**config.mk**
```make
export PLATFORM = sky130hd
export DESIGN_NAME = ptr_console_ctrl
export DESIGN_NICKNAME = d
export VERILOG_FILES = /design/src/rtl/pcc_pkg.sv /design/src/rtl/pcc_decode.sv /design/src/rtl/pcc_rdmux.sv /design/src/rtl/pcc_next.sv /design/src/rtl/ptr_console_ctrl.sv
export SDC_FILE = /design/constraint.sdc
export NUM_CORES = 1
export LEC_CHECK = 0
export ABC_CLOCK_PERIOD_IN_PS = 3600
export BUFFER_PORTS_ARGS = -buffer_cell sky130_fd_sc_hd__buf_4
export CAP_MARGIN = 5
export CORE_MARGIN = 3
export CORE_UTILIZATION = 40
export CTS_CLUSTER_SIZE = 12
export DETAILED_ROUTE_END_ITERATION = 10
export GPL_TIMING_DRIVEN = 0
export PLACE_DENSITY = 0.69
export SYNTH_ARGS = -nofsm -noshare
export SYNTH_HDL_FRONTEND = slang
export SYNTH_HIERARCHICAL = 1
export SYNTH_SLANG_ARGS = --single-unit
export TNS_END_PERCENT = 10
```
**constraint.sdc**
```tcl
create_clock -name clk -period 3.6 [get_ports clk]
set_input_delay 0.54 -clock clk [delete_from_list [all_inputs] [get_ports clk]]
set_output_delay 0.54 -clock clk [all_outputs]
set_load 0.02 [all_outputs]
```
**src/rtl/pcc_pkg.sv**
```systemverilog
package pcc_pkg;

    localparam int BYTE_W = 8;
    typedef logic [BYTE_W-1:0] byte_t;

    // command byte that acknowledges the transmit interrupt
    localparam byte_t ACK_TX_CMD = 8'h28;
    // pointer value that selects the interrupt vector view
    localparam byte_t VEC_PTR    = 8'h03;

    // bit positions in the plain status view
    localparam int ST_RXP_BIT = 0;
    localparam int ST_RDY_BIT = 2;
    // bit positions in the vector view
    localparam int VEC_TX_BIT = 4;
    localparam int VEC_RX_BIT = 5;

    typedef struct packed {
        byte_t ptr;
        logic  tx_pend;
        logic  rx_pend;
        logic  pop_seen;
        logic  err;
        logic  tx_stb;
        byte_t tx_data;
    } ctl_state_t;

endpackage

```
**src/rtl/pcc_decode.sv**
```systemverilog
module pcc_decode #(
    parameter int                ADDR_W   = 8,
    parameter logic [ADDR_W-1:0] CTRL_OFS = 'h80,
    parameter logic [ADDR_W-1:0] DATA_OFS = 'hC0
) (
    input  logic [ADDR_W-1:0] bus_addr,
    input  logic              bus_wr,
    input  logic              bus_rd,
    output logic              ctrl_wr,
    output logic              ctrl_rd,
    output logic              data_wr,
    output logic              data_rd
);
    logic hit_ctrl, hit_data, rd_ok;

    always_comb begin
        hit_ctrl = (bus_addr == CTRL_OFS);
        hit_data = (bus_addr == DATA_OFS);
        // a write in the same cycle wins over a read
        rd_ok    = bus_rd & ~bus_wr;
        ctrl_wr  = bus_wr & hit_ctrl;
        data_wr  = bus_wr & hit_data;
        ctrl_rd  = rd_ok  & hit_ctrl;
        data_rd  = rd_ok  & hit_data;
    end
endmodule

```
**src/rtl/pcc_rdmux.sv**
```systemverilog
module pcc_rdmux
    import pcc_pkg::*;
(
    input  logic  ctrl_rd,
    input  logic  data_rd,
    input  byte_t ptr_q,
    input  logic  tx_pend_q,
    input  logic  rx_pend_q,
    input  logic  rx_avail,
    input  byte_t rx_byte,
    output byte_t rdata
);
    always_comb begin
        rdata = '0;
        if (ctrl_rd) begin
            if (ptr_q == VEC_PTR) begin
                if (tx_pend_q)      rdata[VEC_TX_BIT] = 1'b1;
                else if (rx_pend_q) rdata[VEC_RX_BIT] = 1'b1;
            end else begin
                rdata[ST_RDY_BIT] = 1'b1;
                rdata[ST_RXP_BIT] = rx_pend_q;
            end
        end else if (data_rd && rx_avail) begin
            rdata = rx_byte;
        end
    end
endmodule

```
**src/rtl/pcc_next.sv**
```systemverilog
module pcc_next
    import pcc_pkg::*;
(
    input  ctl_state_t st_q,
    input  logic       ctrl_wr,
    input  logic       ctrl_rd,
    input  logic       data_wr,
    input  logic       data_rd,
    input  byte_t      wdata,
    input  logic       rx_avail,
    output ctl_state_t st_d
);
    always_comb begin
        st_d          = st_q;
        st_d.tx_stb   = 1'b0;
        st_d.pop_seen = 1'b0;

        // control port: pointer store and acknowledge command
        if (ctrl_wr) begin
            st_d.ptr = wdata;
            if (wdata == ACK_TX_CMD) begin
                if (st_q.tx_pend) st_d.tx_pend = 1'b0;
                else              st_d.err     = 1'b1;
            end
        end
        if (ctrl_rd && st_q.ptr == VEC_PTR) begin
            st_d.ptr = '0;
        end

        // data port: transmit and receive
        if (data_wr) begin
            st_d.tx_stb  = 1'b1;
            st_d.tx_data = wdata;
            st_d.tx_pend = 1'b1;
        end
        if (data_rd) begin
            if (rx_avail) st_d.pop_seen = 1'b1;
            else          st_d.err      = 1'b1;
        end

        // receive pending follows arrival, drops once a pop drained it
        if (rx_avail)           st_d.rx_pend = 1'b1;
        else if (st_q.pop_seen) st_d.rx_pend = 1'b0;
    end
endmodule

```
**src/rtl/ptr_console_ctrl.sv**
```systemverilog
module ptr_console_ctrl
    import pcc_pkg::*;
#(
    parameter int                ADDR_W   = 8,
    parameter logic [ADDR_W-1:0] CTRL_OFS = 'h80,
    parameter logic [ADDR_W-1:0] DATA_OFS = 'hC0
) (
    input  logic              clk,
    input  logic              rst_n,
    input  logic [ADDR_W-1:0] bus_addr,
    input  logic              bus_wr,
    input  logic              bus_rd,
    input  logic [7:0]        bus_wdata,
    output logic [7:0]        bus_rdata,
    input  logic              rx_avail,
    input  logic [7:0]        rx_byte,
    output logic              rx_pop,
    output logic [7:0]        tx_data,
    output logic              tx_stb,
    output logic              irq,
    output logic              err_flag
);
    ctl_state_t st_q, st_d;
    logic ctrl_wr, ctrl_rd, data_wr, data_rd;
    byte_t ptr_q;
    logic  tx_pend_q, rx_pend_q;

    pcc_decode #(
        .ADDR_W  (ADDR_W),
        .CTRL_OFS(CTRL_OFS),
        .DATA_OFS(DATA_OFS)
    ) u_dec (
        .bus_addr(bus_addr),
        .bus_wr  (bus_wr),
        .bus_rd  (bus_rd),
        .ctrl_wr (ctrl_wr),
        .ctrl_rd (ctrl_rd),
        .data_wr (data_wr),
        .data_rd (data_rd)
    );

    pcc_rdmux u_rd (
        .ctrl_rd  (ctrl_rd),
        .data_rd  (data_rd),
        .ptr_q    (st_q.ptr),
        .tx_pend_q(st_q.tx_pend),
        .rx_pend_q(st_q.rx_pend),
        .rx_avail (rx_avail),
        .rx_byte  (rx_byte),
        .rdata    (bus_rdata)
    );

    pcc_next u_nxt (
        .st_q    (st_q),
        .ctrl_wr (ctrl_wr),
        .ctrl_rd (ctrl_rd),
        .data_wr (data_wr),
        .data_rd (data_rd),
        .wdata   (bus_wdata),
        .rx_avail(rx_avail),
        .st_d    (st_d)
    );

    always_ff @(posedge clk) begin
        if (!rst_n) st_q <= '{default: '0};
        else        st_q <= st_d;
    end

    always_comb begin
        ptr_q     = st_q.ptr;
        tx_pend_q = st_q.tx_pend;
        rx_pend_q = st_q.rx_pend;
        rx_pop    = data_rd & rx_avail;
        tx_data   = st_q.tx_data;
        tx_stb    = st_q.tx_stb;
        irq       = st_q.tx_pend | st_q.rx_pend;
        err_flag  = st_q.err;
    end
endmodule

```
==> metrics.txt <==
crit path capture type primary output; initial antenna violation count 0; fmax 313 MHz; reg2reg setup slack 1850 ps; Vias per Instance 4.71; Worst Tran Pin Value 652 ps; fin util 0.604; Placer Congestion 0.784; sequential-to-total area share from yosys stat 0.364; layout cells sized above 1 0.538; Sum Neg Setup Slack 0 ps; Clock Skews 11.5 ps; synth top area cells dfxtp_1, and2_2, mux2_2, mux2i_1, and2_1; Post-synth top cells dfxtp_1, and2_2, and2_1, nor2_1, buf_4; first-pass GRT wire length 4210 um; Post-Route WL 2550 um; TritonCTS buffer count 3; CTS tree built; Mapped Area 1150 um2; DRT antenna net count 0; final worst slack 403 ps; post-synth top area share 0.364; Iteration-0 DRC Markers 27; outcome complete, no violations; Syn Inst Count 121; row count 18; count leader, synth dfxtp_1; Post-synth EDFFs 0; Clock Root Buffer clkbuf_4; top_reg_cell synth dfxtp_1; Clock Sink Count 21; crit path kind primary input to primary output; DP Cell Count 199; Tmin final 3200 ps; via count 956; Reg-to-Reg End ptr_q[6]; Starting Density 0.442; Pleak 0.000753 uW; Max FO, Critical Path 8; vias in the first global route 929; DP Wirelength 2030 um; Hold/Removal Path Class primary input to register; crit path DAT 2660 ps; hold_buf cts 0; design area 1580 um2; port bufs 48; DP Area 1550 um2; All-Layer GR Usage 0.159; drt pass-1 iters 4; Hold EP ptr_q[4]; Yosys top cell by area dfxtp_1; relative slew slack 0.562; Post-CTS Setup Bufs 0; Place WS 321 ps; CTS Buffer Depth 2; Layout Cells excl Fill 203; full die area 3560 um2; cts repair resizes 0; power per cell area 247 nW/um2; Seq cells post-synth 21; Overflow after GRT 0; max-cap viol count 0; Die X 59.7 um; clock-pin transition on the worst setup and hold timing paths 110 ps; final period utilization 0.888; worst r2r src ptr_q[4]; I/O pin total 49; Worst-Skew Late Latency 310 ps; Distinct cells, synth 32; HP Start rst_n; largest net degree at the start of global routing 13; max-slew violations 0; Die H 59.7 um; # setup viols final 0; R2R depth 4; DRC viols 0; NumNets Final 203; Async SR Flop Fraction 0; WHS Path Cells 2; worst vdd ir 161 uV; Setup crit start kind primary input; Core ar. 2610 um2; htree depth 1; Syn Area/Cell 9.53 um2; Synth Net Count 150; n_diodes 0; RSZ-0062 raised after global routing false; Fin. Hold Viols 0; wire length per cell 12.5 um; WP data required 3060 ps; Area Overhead vs Synth 36.9%; Syn. warnings 6
-- flip-flops by register name (all words and copies together), names as in the netlist --
register	cells
ptr_q	8
tx_data	8
err_flag	1
rx_pend_q	1
st_q	1
tx_pend_q	1
tx_stb	1
-- critical path, stage by stage --
cell and delay (ps):
buf_4 100, or4_1 580, nor3_1 590, and3b_1 250
clkbuf_1 160, a22o_2 280, buf_4 150
-- routing by layer --
metal | part of all wire | vias up | GRT usage
li1 | - | 503 | -
met1 | 0.44 | 425 | 0.196
met2 | 0.49 | 26 | 0.269
met3 | 0.059 | 2 | 0.0281
met4 | 0.0075 | 0 | 0.0665
met5 | 0 | - | 0
-- kinds of logic (layout without fill, tap and decap cells) --
kind of cell | after synthesis | count (layout) | share of synthesized area
AND/OR/NAND/NOR | 59 | 59 | 0.341
flip-flops | 21 | 21 | 0.364
buffers and inverters | 17 | 69 | 0.0987
multiplexers | 16 | 16 | 0.148
AO/OA/AOI/OAI | 8 | 8 | 0.0488
-- report_power, final --
group | total (uW) | internal [uW] | switching, uW
clock network | 115 | 41.5 | 73.8
logic | 41.1 | 26.8 | 14.3
registers | 234 | 233 | 0.933
total | 391 | 302 | 89.0
-- cell usage in the layout (no fill, tap or decap), types with 2 or more instances in the layout --
cell type	netlist	routed
buf_6	2	2
nor3_1	4	4
dfxtp_1	21	21
inv_1	3	3
buf_4	9	57
mux2i_1	8	8
clkbuf_1	2	2
nor2_1	10	10
nand4_1	2	2
o21ai_0	3	3
clkbuf_4	0	3
mux2_2	8	8
and2_2	15	15
and2_1	12	12
nand2_1	4	4
-- final cells by class --
class	count	area (um2)
Fill cell	239	1030
Multi-Input combinational cell	83	619
Sequential cell	21	420
Timing Repair Buffer	48	360
Buffer	14	103
Tap cell	30	37.5
Clock buffer	3	22.5
Inverter	3	11.3
Clock inverter	1	5.00
-- how the worst max path moves through the flow --
stage,end,depth (start not counted),from
after floorplan,ptr_q[0],6,bus_addr[1]
after global placement,ptr_q[6],7,bus_addr[1]
after detailed placement,ptr_q[0],7,bus_addr[1]
after CTS,bus_rdata[2],7,bus_addr[1]
after global routing,bus_rdata[2],7,bus_addr[1]
final,bus_rdata[2],7,bus_addr[1]
-- through the flow --
| step | power, uW | hold WS (ps) |
|---|---|---|
| floorplan | 251 | 530 |
| global placement | 280 | 547 |
| detailed placement | 281 | 559 |
| CTS | 397 | 482 |
| global route | 412 | 476 |
| finish | 391 | 490 |
(Power assumes the default switching activity.)
